`config.mk`:
```
export PLATFORM = sky130hd
export DESIGN_NAME = mux_bus_slave
export DESIGN_NICKNAME = d
export VERILOG_FILES = /design/src/rtl/mbs_pkg.sv /design/src/rtl/mbs_sync.sv /design/src/rtl/mbs_decode.sv /design/src/rtl/mbs_regs.sv /design/src/rtl/mux_bus_slave.sv
export SDC_FILE = /design/constraint.sdc
export NUM_CORES = 1
export LEC_CHECK = 0
export BUFFER_PORTS_ARGS = -buffer_cell sky130_fd_sc_hd__buf_2
export CORE_ASPECT_RATIO = 1.25
export CORE_MARGIN = 1.5
export CORE_UTILIZATION = 40
export DETAILED_ROUTE_END_ITERATION = 10
export PLACE_DENSITY = 0.7
export SLEW_MARGIN = 20
export SYNTH_ARGS = -nofsm -noshare
export SYNTH_HDL_FRONTEND = slang
export SYNTH_HIERARCHICAL = 1
export SYNTH_SLANG_ARGS = --single-unit
```
`constraint.sdc`:
```
create_clock -name clk -period 1.61 [get_ports clk]
set_input_delay 0.161 -clock clk [delete_from_list [all_inputs] [get_ports clk]]
set_output_delay 0.161 -clock clk [all_outputs]
set_load 0.01 [all_outputs]
```
`src/rtl/mbs_pkg.sv`:
```
package mbs_pkg;
    typedef enum logic [2:0] {
        ST_IDLE,
        ST_MISS,
        ST_ADDR,
        ST_WREPLY,
        ST_RDRIVE,
        ST_RREPLY
    } mbs_state_e;
endpackage

```
`src/rtl/mbs_sync.sv`:
```
module mbs_sync #(
    parameter int W = 1,
    parameter int STAGES = 2,
    parameter logic [W-1:0] RST_VAL = '1
) (
    input  logic         clk,
    input  logic         init_n,
    input  logic [W-1:0] d,
    output logic [W-1:0] q
);
    logic [W-1:0] pipe [STAGES];

    always_ff @(posedge clk or negedge init_n) begin
        if (!init_n) begin
            for (int i = 0; i < STAGES; i++) pipe[i] <= RST_VAL;
        end else begin
            pipe[0] <= d;
            for (int i = 1; i < STAGES; i++) pipe[i] <= pipe[i-1];
        end
    end

    assign q = pipe[STAGES-1];
endmodule

```
`src/rtl/mbs_decode.sv`:
```
module mbs_decode #(
    parameter int AW = 16,
    parameter logic [AW-1:0] CSR_ADDR  = 16'o177130,
    parameter logic [AW-1:0] DATA_ADDR = 16'o177132
) (
    input  logic [AW-1:0] addr,
    output logic          hit,
    output logic          sel_data
);
    logic hit_csr;
    logic hit_data;

    assign hit_csr  = (addr == CSR_ADDR);
    assign hit_data = (addr == DATA_ADDR);
    assign hit      = hit_csr | hit_data;
    assign sel_data = hit_data;
endmodule

```
`src/rtl/mbs_regs.sv`:
```
module mbs_regs #(
    parameter int DW = 16,
    parameter int RDY_BIT = 7,
    parameter logic [DW-1:0] CSR_WMASK = 16'hFF7F
) (
    input  logic          clk,
    input  logic          init_n,
    input  logic          wr_en,
    input  logic          rd_en,
    input  logic          sel_data,
    input  logic [DW-1:0] wr_word,
    output logic [DW-1:0] rd_word,
    input  logic          stb,
    input  logic [DW-1:0] stb_word,
    output logic [DW-1:0] ctrl_o,
    output logic [DW-1:0] data_o,
    output logic          ready_o
);
    logic [DW-1:0] ctrl_q;
    logic [DW-1:0] data_q;
    logic          ready_q;
    logic          data_touch;
    logic [DW-1:0] csr_view;

    assign data_touch = (wr_en | rd_en) & sel_data;

    always_ff @(posedge clk or negedge init_n) begin
        if (!init_n) begin
            ctrl_q  <= '0;
            data_q  <= '0;
            ready_q <= 1'b0;
        end else begin
            if (wr_en && !sel_data) ctrl_q <= wr_word & CSR_WMASK;
            if (stb)                     data_q <= stb_word;
            else if (wr_en && sel_data)  data_q <= wr_word;
            if (stb)             ready_q <= 1'b1;
            else if (data_touch) ready_q <= 1'b0;
        end
    end

    always_comb begin
        csr_view          = ctrl_q;
        csr_view[RDY_BIT] = ready_q;
    end

    assign rd_word = sel_data ? data_q : csr_view;
    assign ctrl_o  = ctrl_q;
    assign data_o  = data_q;
    assign ready_o = ready_q;
endmodule

```
`src/rtl/mux_bus_slave.sv`:
```
module mux_bus_slave
    import mbs_pkg::*;
#(
    parameter int DW = 16,
    parameter int SYNC_STAGES = 2,
    parameter int RDY_BIT = 7,
    parameter logic [DW-1:0] CSR_ADDR  = 16'o177130,
    parameter logic [DW-1:0] DATA_ADDR = 16'o177132,
    parameter logic [DW-1:0] CSR_WMASK = 16'hFF7F
) (
    input  logic          clk,
    input  logic          init_n,
    input  logic          sync_n,
    input  logic          din_n,
    input  logic          dout_n,
    input  logic [DW-1:0] bus_ad_i,
    output logic [DW-1:0] bus_ad_o,
    output logic          bus_oe,
    output logic          rply_n,
    input  logic          data_ready_stb,
    input  logic [DW-1:0] data_ready_word,
    output logic [DW-1:0] ctrl_o,
    output logic [DW-1:0] data_o
);
    localparam int SW = DW + 3;

    logic [SW-1:0] raw_in;
    logic [SW-1:0] syn_in;
    logic          s_sync_n, s_din_n, s_dout_n;
    logic [DW-1:0] s_ad;
    logic          sync_d;
    logic          sync_fall;

    mbs_state_e state, nxt;

    logic          dec_hit, dec_sel;
    logic          hit_q, sel_q;
    logic          wr_en, rd_en;
    logic [DW-1:0] rd_word;
    logic [DW-1:0] rd_q;
    logic          ready_w;

    assign raw_in = {sync_n, din_n, dout_n, bus_ad_i};

    mbs_sync #(.W(SW), .STAGES(SYNC_STAGES), .RST_VAL('1)) u_sync (
        .clk(clk), .init_n(init_n), .d(raw_in), .q(syn_in)
    );

    assign {s_sync_n, s_din_n, s_dout_n, s_ad} = syn_in;
    assign sync_fall = sync_d & ~s_sync_n;

    mbs_decode #(.AW(DW), .CSR_ADDR(CSR_ADDR), .DATA_ADDR(DATA_ADDR)) u_dec (
        .addr(~s_ad), .hit(dec_hit), .sel_data(dec_sel)
    );

    assign wr_en = (state == ST_ADDR) & ~s_sync_n & ~s_dout_n;
    assign rd_en = (state == ST_ADDR) & ~s_sync_n & s_dout_n & ~s_din_n;

    mbs_regs #(.DW(DW), .RDY_BIT(RDY_BIT), .CSR_WMASK(CSR_WMASK)) u_regs (
        .clk(clk), .init_n(init_n),
        .wr_en(wr_en), .rd_en(rd_en), .sel_data(sel_q),
        .wr_word(~s_ad), .rd_word(rd_word),
        .stb(data_ready_stb), .stb_word(data_ready_word),
        .ctrl_o(ctrl_o), .data_o(data_o), .ready_o(ready_w)
    );

    // State register
    always_ff @(posedge clk or negedge init_n) begin
        if (!init_n) state <= ST_IDLE;
        else         state <= nxt;
    end

    // Next-state selection
    always_comb begin
        nxt = state;
        unique case (state)
            ST_IDLE:   if (sync_fall) nxt = dec_hit ? ST_ADDR : ST_MISS;
            ST_MISS:   if (s_sync_n) nxt = ST_IDLE;
            ST_ADDR: begin
                if (s_sync_n)      nxt = ST_IDLE;
                else if (!s_dout_n) nxt = ST_WREPLY;
                else if (!s_din_n)  nxt = ST_RDRIVE;
            end
            ST_WREPLY: if (s_sync_n && s_dout_n) nxt = ST_IDLE;
            ST_RDRIVE: nxt = ST_RREPLY;
            ST_RREPLY: if (s_sync_n && s_din_n) nxt = ST_IDLE;
            default:   nxt = ST_IDLE;
        endcase
    end

    // Frame capture and read word latch
    always_ff @(posedge clk or negedge init_n) begin
        if (!init_n) begin
            sync_d <= 1'b1;
            hit_q  <= 1'b0;
            sel_q  <= 1'b0;
            rd_q   <= '0;
        end else begin
            sync_d <= s_sync_n;
            if (state == ST_IDLE && sync_fall) begin
                hit_q <= dec_hit;
                sel_q <= dec_sel;
            end
            if (rd_en) rd_q <= rd_word;
        end
    end

    // Outputs decoded from state
    always_comb begin
        rply_n   = 1'b1;
        bus_oe   = 1'b0;
        bus_ad_o = ~rd_q;
        unique case (state)
            ST_WREPLY: rply_n = 1'b0;
            ST_RDRIVE: bus_oe = 1'b1;
            ST_RREPLY: begin
                bus_oe = 1'b1;
                rply_n = 1'b0;
            end
            default: ;
        endcase
    end
endmodule

```
Word level (Yosys, flattened, before mapping). Cells that the tools add are included.

Reductions and logical operators: 12. Equality and inequality tests: 12. Mux-type cells: 16. Bitwise operators: 13.

Operator list (count): 16-bit two-way mux (3); 16-bit equality test, second input constant (2); 16-bit NOT (2); 3-bit two-way mux (7); 3-bit case mux with 6 select lines (1); 1-bit AND (6); 3-bit by 2-bit equality test with 1-bit output, second input constant (2); 3-bit equality test, second input constant (2); 2-bit != test, second input constant (3); 1-bit logical AND (5); 5-bit AND reduction (1); 1-bit two-way mux (4); 4-bit by 3-bit != test with 1-bit output, second input constant (1); 2-bit nonzero test (2); 2-bit OR reduction (2); 3-bit by 1-bit equality test with 1-bit output, second input constant (1); 3-bit zero test (1); 1-bit NOT (3); 2-bit two-way mux (1); 2-bit by 1-bit != test with 1-bit output, second input constant (1); 1-bit OR (2); 1-bit zero test (1).

Logic and storage cells: 62. Output and inout bits: 50. Flip-flop bits (word level): 91.

Longest topological paths before layout. Gate-level depths: netlist (run 1).

Word-level depth: 8. Mapped depth: 9. Gate-level depth less buffers: 8.

Modules after synthesis. Netlist (run 1), hierarchy kept.

Modules (own cells, without submodules): mbs_regs (seq. area each 800.8 µm², area each 1732.9 µm², instances 1, cells an instance 147); mbs_sync (seq. area each 998.5 µm², area each 1141.1 µm², instances 1, cells an instance 57); mux_bus_slave (seq. area each 526.8 µm², area each 1094.8 µm², instances 1, cells an instance 106); mbs_decode (seq. area each 0.0 µm², area each 60.1 µm², instances 1, cells an instance 9).

Worst setup path after synthesis (run 1). OpenSTA, ideal clock, no wires.

Path type: register to register. From: register u_sync.pipe (netlist bit u_sync/q[0]). To: register state[0]. Path slack: -0.156 ns. Stages on the path, launching flop included: 10. Library setup time: 0.125 ns. Data arrival time: 1.641 ns. Cells stage by stage: dfstp_2 buf_4 inv_1 nor4b_1 nand4_1 nor2_1 a21oi_1 a21oi_1 nor2_1 mux2_2.

Word-level cells in the longest chain between the ends: 6.

Ends and longest elaborated chain: start: declaration (RTL line mbs_sync.sv:11) `logic [W-1:0] pipe [STAGES];`; 16-bit NOT * (RTL line mux_bus_slave.sv:53) `.addr(~s_ad), .hit(dec_hit), .sel_data(dec_sel)`; 16-bit equality test (on tied branches) (RTL line mbs_decode.sv:13, mbs_decode.sv:14); 1-bit OR * (RTL line mbs_decode.sv:15) `assign hit = hit_csr | hit_data;`; named net dec_hit (RTL line mux_bus_slave.sv:36) `logic dec_hit, dec_sel;`; 2-bit two-way mux * (RTL line mux_bus_slave.sv:77) `ST_IDLE: if (sync_fall) nxt = dec_hit ? ST_ADDR : ST_MISS;`; 3-bit two-way mux * (RTL line mux_bus_slave.sv:77); 3-bit case mux with 6 select lines * (RTL line mux_bus_slave.sv:76) `unique case (state)`; end signal: assignment (RTL line mux_bus_slave.sv:70) `else state <= nxt;`; end: declaration (RTL line mux_bus_slave.sv:34) `mbs_state_e state, nxt;`.

The timed path passes the listed nets; every way through them passes the cells marked *. The select of a mux whose other input is x is not followed. A chain may end at the register's enable or synchronous reset.

Worst setup path in the final report (run 1).
From: register u_sync.pipe (netlist bit u_sync/q[7]). To: register state[0].

The elaborated chain is that of the path after synthesis.

==> out/qor.csv, run 1 <==
stage;metric;value;unit
run_status;violations;setup timing;
placement;place_inst;528;
timing;finalSetupViolCount;17;
floorplan;start_util;41.49;%
timing;post-route-period-util;109.0;%
route;drcViolationCount;0;
critical_path;r2r_start;u_sync/q[7];
route;drtIter0Drc;89;
run_status;outcome;complete, but fails checks;
critical_path;worstPathMaxFanout;2;
route;vias;2737;
clocking;tritoncts;yes;
route;routed_wl;8.674;mm
critical_path;cp-start-kind;flop;
global_route;grtUsageTotal;17.23;%
floorplan;rows;40;
yosys;synth.top_cell.area_share;32.30;%
floorplan;core_area;9709;um2
clocking;cts_buffer_depth;2;
clocking;clk_latency;340;ps
global_route;grt_pass1_wl;13.96;mm
floorplan;die_area;10690;um2
route;wl_per_cell;15.33;um
finish;area_delta_synth_final;29.91;%
power;leakage;2.519;nW
critical_path;r2r_slack;-150;ps
critical_path;r2r_cells;8;
critical_path;worstSetupEndpointType;flop;
yosys;synth_edf_count;0;
timing;hold_viol;0;
hold_path;hold_start;data_ready_word[13];
power;power.density;1017;nW/um2
finish;diodes;0;
yosys;synth_common_cells;dfrtp_1 (52), inv_1 (51), dfstp_2 (39), mux2_2 (31), buf_4 (21);
clocking;cts_made_buffers;9;
critical_path;criticalPathCategory;flop to flop;
finish;layoutNonFillerInstCount;566;
critical_path;timing.rr.end;state[0];
yosys;ys.warnings.count;6;
global_route;antenna_found_initial;0;
clocking;clkSinkCount;91;
yosys;yosysMostFrequentCell;dfrtp_1;
yosys;synthTopCellsByArea;dfrtp_1 (32%), dfstp_2 (25%), mux2_2 (8.7%), mux2_4 (7.1%), inv_1 (4.8%);
floorplan;chipWidth;92.77;um
placement;dpl-instance-area;4654;um2
finish;design_area;5234;um2
clocking;clkTransAtPathRegs;60;ps
placement;dpl.hpwl;5.873;mm
global_route;grt_overflow;0;
finish;layout.area.seq;2327;um2
route;firstDrtPassIters;4;
timing;period_minus_slack;1755;ps
yosys;syn_area;4029;um2
yosys;syn_avg_cell_area;12.63;um2
power;peakVddDrop;0.0006002;V
timing;tns;-526.1;ps
hold_path;worstHoldPathCells;3;
timing;worst_slack;-145.1;ps
route;vias_per_cell;4.836;
clocking;root_buffer;clkbuf_16;
placement;pre_cts_slack;-116.8;ps
placement;gp_congestion;0.8150;
floorplan;ios;88;
global_route;grt_pass1_vias;2901;
yosys;async_flop_share;100.0;%
timing;rsz0062_at_grt;true;
placement;io_buffers;86;
critical_path;arrival;1980;ps
clocking;cts.htree.levels;3;
route;route.antenna.remaining_nets;0;
floorplan;die_h;115.2;um
yosys;ys.flop_type;dfrtp_1;
finish;nets;473;
yosys;synth_cells;319;
timing;max_clock_freq;569.8;MHz
yosys;synth_seq_cells;91;
finish;fillers;855;
global_route;grt_max_degree;41;
finish;drive_gt1_share;56.14;%
hold_path;hold_class;input pin to flop;
timing;slew_violations;0;
finish;utilization;53.90;%
yosys;synth-seq-area-share;57.73;%
run;cap_violations;0;
critical_path;cp.required;1830;ps
yosys;synthesis.nets;357;
yosys;synth_top_area_cell;dfrtp_1;
finish;multi_input_area;1292;um2
yosys;yosysUniqueCellTypes;37;
timing;fin_skew;7.781;ps
hold_path;hold_path_end;u_regs/data_o[13];
==> worst max-delay path, cell delays in order (launching register included) <==
cell and delay (ps):
dfstp_2 530, inv_2 40, nor4b_2 250, nand4_1 160, nor2_2 160, a21oi_2 70, a21oi_1 120, nor2_1 60
mux2_4 250
==> cell usage in the layout, fill, tap and decap left out, drive strengths merged, types with 2 or more instances in the layout <==
cell,instances
nand4b,16
dfstp,39
nand4,2
dlygate4sd3,20
nand2,20
o21ai,3
buf,122
nor3,2
nand2b,2
or3,2
mux2,50
dfrtp,52
inv,52
a21oi,4
nor2b,3
o311ai,16
nor2,9
clkbuf,14
==> registers in the layout, indices dropped and copies added (netlist names) <==
| signal | flops |
|---|---|
| sync_d | 1 |
| rd_q | 16 |
| u_regs/data_o | 16 |
| u_regs/ready_o | 1 |
| sel_q | 1 |
| u_sync/q | 19 |
| u_sync/pipe | 19 |
| u_regs/ctrl_o | 15 |
| state | 3 |
==> final cells by class <==
type	count	share of cell area, %
tap	126	3.012
clock buffer	14	5.451
multi-input combinational	140	24.70
clock inverter	2	0.2869
sequential	91	44.47
timing repair buffer	142	18.43
inverter	51	3.658
==> power breakdown <==
part	internal [W]	leakage, nW	switching, W
Sequential	0.00244	1.10	0.0000587
Combinational	0.000384	1.27	0.000385
Clock	0.00123	0.149	0.000825
==> through the flow <==
stage | total power (W) | hold slack, ps
floorplan | 0.002883 | -134.6
global placement | 0.003197 | 119.7
detailed placement | 0.003223 | 129.7
CTS | 0.005355 | 40.05
global route | 0.005554 | 50.41
finish | 0.005322 | 44.70
==> cell families after synthesis <==
logic type | Yosys count | share of synthesized area, %
compound gates | 27 | 5.124
buf+inv | 88 | 11.83
flops | 91 | 57.73
mux | 50 | 15.75
other cells | 1 | 0.09308
simple gates | 62 | 9.472
==> worst max path at each step <==
| stage | startpoint | end | depth (start not counted) |
|---|---|---|---|
| 2_1_floorplan | u_sync/q[7] | state[0] | 9 |
| 3_3_place_gp | u_sync/q[7] | state[0] | 8 |
| 3_5_place_dp | u_sync/q[7] | state[0] | 8 |
| 4_1_cts | u_sync/q[2] | state[0] | 7 |
| 5_1_grt | u_sync/q[7] | state[0] | 8 |
| 6_report | u_sync/q[7] | state[0] | 8 |
==> repair_timing <==
action,in CTS,in global routing
hold endpoints to repair,30,0
pin swaps,1,2
setup buffers,1,1
endpoints found under the setup margin,25,36
hold buffers,20,0
resized for setup,6,13
==> per-layer routing <==
| layer | share of wire (%) | global-route usage, % | wire length (um) |
|---|---|---|---|
| met2 | 51 | 29.39 | 4425 |
| met1 | 43 | 20.68 | 3690 |
| met3 | 3.7 | 2.778 | 319 |
| met5 | 0 | 0 | 0 |
| met4 | 2.8 | 9.697 | 239 |
(Power assumes the default switching activity.)
==> run 2, diff against run 1 <==
Settings changed: ABC_AREA from default to 1, SKIP_LAST_GASP from default to 1.
==> run 2 against run 1 <==
The flow now finishes without violations. Worst hold slack gained 90 ps. Power shrank 4.9%. Cell area shrank 2.9%. Die area grew 2.7%. Core utilization shrank 3.6 points. Clock skew shrank 1.6 ps. Sequential share of layout area grew 1.3 points. Combinational power shrank 38%. Final cell count grew 23%. Critical path type is now flop to primary output. Largest cell class unchanged. Highest routed layer unchanged.
==> out/qor.csv, run 2 <==
stage;metric;value;unit
run_status;outcome;finished clean;
timing;hold_viol;0;
yosys;synth_edf_count;0;
yosys;synth_seq_cells;91;
floorplan;start_util;40.96;%
route;firstDrtPassIters;4;
hold_path;hold_start;data_ready_word[1];
placement;io_buffers;86;
finish;area_delta_synth_final;22.82;%
global_route;grt_pass1_wl;14.27;mm
global_route;grtUsageTotal;17.11;%
clocking;cts_made_buffers;9;
clocking;cts.htree.levels;3;
timing;period_minus_slack;1469;ps
yosys;synth_top_area_cell;dfrtp_1;
hold_path;hold_path_end;u_regs/data_o[1];
yosys;synthesis.nets;507;
critical_path;cp.required;1450;ps
route;vias_per_cell;4.636;
finish;layout_common_cells;nand2_1 (193), buf_2 (85), dfrtp_1 (52), inv_1 (46), nand3_1 (43);
floorplan;chipWidth;93.99;um
placement;gp_congestion;0.8615;
yosys;yosysMostFrequentCell;nand2_1;
global_route;antenna_found_initial;0;
clocking;root_buffer;clkbuf_16;
power;peakVddDrop;0.0005479;V
floorplan;core_area;10110;um2
timing;tns;0;ps
global_route;grt_max_degree;47;
critical_path;worstPathMaxFanout;8;
yosys;synthTopCellsByArea;dfrtp_1 (31%), dfstp_2 (25%), nand2_1 (18%), nand3_1 (5.4%), buf_4 (4.5%);
placement;place_inst;656;
power;power.density;995.9;nW/um2
power;leakage;2.715;nW
yosys;synth.top_cell.area_share;31.44;%
route;drcViolationCount;0;
yosys;ys.warnings.count;6;
global_route;grt_pass1_vias;3132;
yosys;synth_cells;469;
route;wl_per_cell;12.45;um
route;routed_wl;8.679;mm
floorplan;ios;88;
critical_path;r2r_slack;140;ps
critical_path;cp-start-kind;flop;
critical_path;arrival;1310;ps
timing;post-route-period-util;91.25;%
yosys;synth-seq-area-share;56.20;%
timing;worst_slack;140.8;ps
hold_path;worstHoldPathCells;5;
yosys;syn_area;4139;um2
finish;drive_gt1_share;33.63;%
placement;dpl.hpwl;6.396;mm
critical_path;timing.rr.end;state[0];
timing;finalSetupViolCount;0;
yosys;synth_common_cells;nand2_1 (193), dfrtp_1 (52), inv_1 (50), nand3_1 (45), dfstp_2 (39);
finish;layoutNonFillerInstCount;697;
timing;slew_violations;0;
finish;nets;601;
global_route;grt_overflow;0;
critical_path;r2r_start;u_sync/q[5];
timing;max_clock_freq;680.7;MHz
yosys;async_flop_share;100.0;%
route;route.antenna.remaining_nets;0;
timing;fin_skew;6.137;ps
clocking;clkSinkCount;91;
clocking;clk_latency;340;ps
timing;rsz0062_at_grt;true;
route;drtIter0Drc;169;
floorplan;die_h;116.7;um
clocking;cts_buffer_depth;2;
placement;pre_cts_slack;80.39;ps
hold_path;hold_class;input pin to flop;
clocking;tritoncts;yes;
route;vias;3231;
yosys;yosysUniqueCellTypes;23;
floorplan;die_area;10970;um2
critical_path;r2r_cells;11;
finish;diodes;0;
finish;final_common_cell;nand2_1;
run;cap_violations;0;
critical_path;worstSetupEndpointType;primary output;
yosys;syn_avg_cell_area;8.825;um2
clocking;clkTransAtPathRegs;60;ps
yosys;ys.flop_type;dfrtp_1;
critical_path;criticalPathCategory;flop to primary output;
floorplan;rows;41;
power;power;0.005063;W
[run 2: changes by cell type after synthesis, sizes merged, moves of 3 or more]
| cell | before | now |
|---|---|---|
| nand3 | 1 | 45 |
| nand4b | 16 | 0 |
| clkbuf | 4 | 0 |
| o311ai | 16 | 0 |
| mux2 | 50 | 0 |
| nor2b | 3 | 0 |
| buf | 33 | 38 |
| nand2 | 20 | 204 |
| o21ai | 3 | 19 |
| nor2 | 9 | 15 |
[run 2: repair_timing]
item,in CTS,in global routing
hold endpoints to repair,25,0
buffers inserted,0,5
endpoints found under the setup margin,0,22
gates resized for setup,0,8
hold buffers,20,0
[run 2: metal layers]
layer	track usage (%)	routed length (um)
met2	28.84	4410
met1	19.20	3500
met3	4.753	447
met5	0	0
met4	10.55	320
[run 2: layout make-up]
class,count,area (um2)
clock buffers,14,295.3
clock inverters,2,15.01
fillers,910,5022
inverters,53,203.9
multi-input cells,287,1299
flip-flops and latches,91,2326
well taps,129,161.4
repair buffers,121,783.3
[run 2: critical path, stage by stage, from the launching register on]
cell and delay [ps]:
dfrtp_1 420, inv_2 80, buf_4 150, nor2_1 60, a21oi_1 120, buf_2 150
[run 2: where the power goes]
part / switching, W / internal [W] / total, W / leakage, nW
sequential: 0.0000822 / 0.00243 / 0.00251 / 1.10
clock: 0.000806 / 0.00127 / 0.00207 / 0.146
combinational: 0.000288 / 0.000189 / 0.000477 / 1.47
[run 2: through the flow]
step | hold slack (ps) | area [um2] | utilization [%]
floorplan | -134.6 | 4139 | -
global placement | 133.8 | 4523 | 44.76
detailed placement | 136.3 | 4523 | 44.76
CTS | 130.4 | 5034 | 49.81
global route | 161.2 | 5084 | 50.30
finish | 134.5 | 5084 | 50.30
[run 2: cells by family after synthesis]
kind of cell | synth area share [%]
compound gates | 3.718
buf+inv | 12.73
flops | 56.20
other cells | 0.09060
simple gates | 27.27
[run 2: worst max-delay path by stage]
stage	start	end	slack, ps	cells after the start
global placement	u_sync/q[8]	state[1]	120	10
CTS	state[2]	u_regs/data_o[6]	60	9
detailed placement	state[2]	u_regs/data_o[6]	80	9
floorplan	u_sync/q[16]	u_regs/ready_o	150	9
finish	state[2]	rply_n	140	5
global route	state[2]	u_regs/data_o[10]	3	9
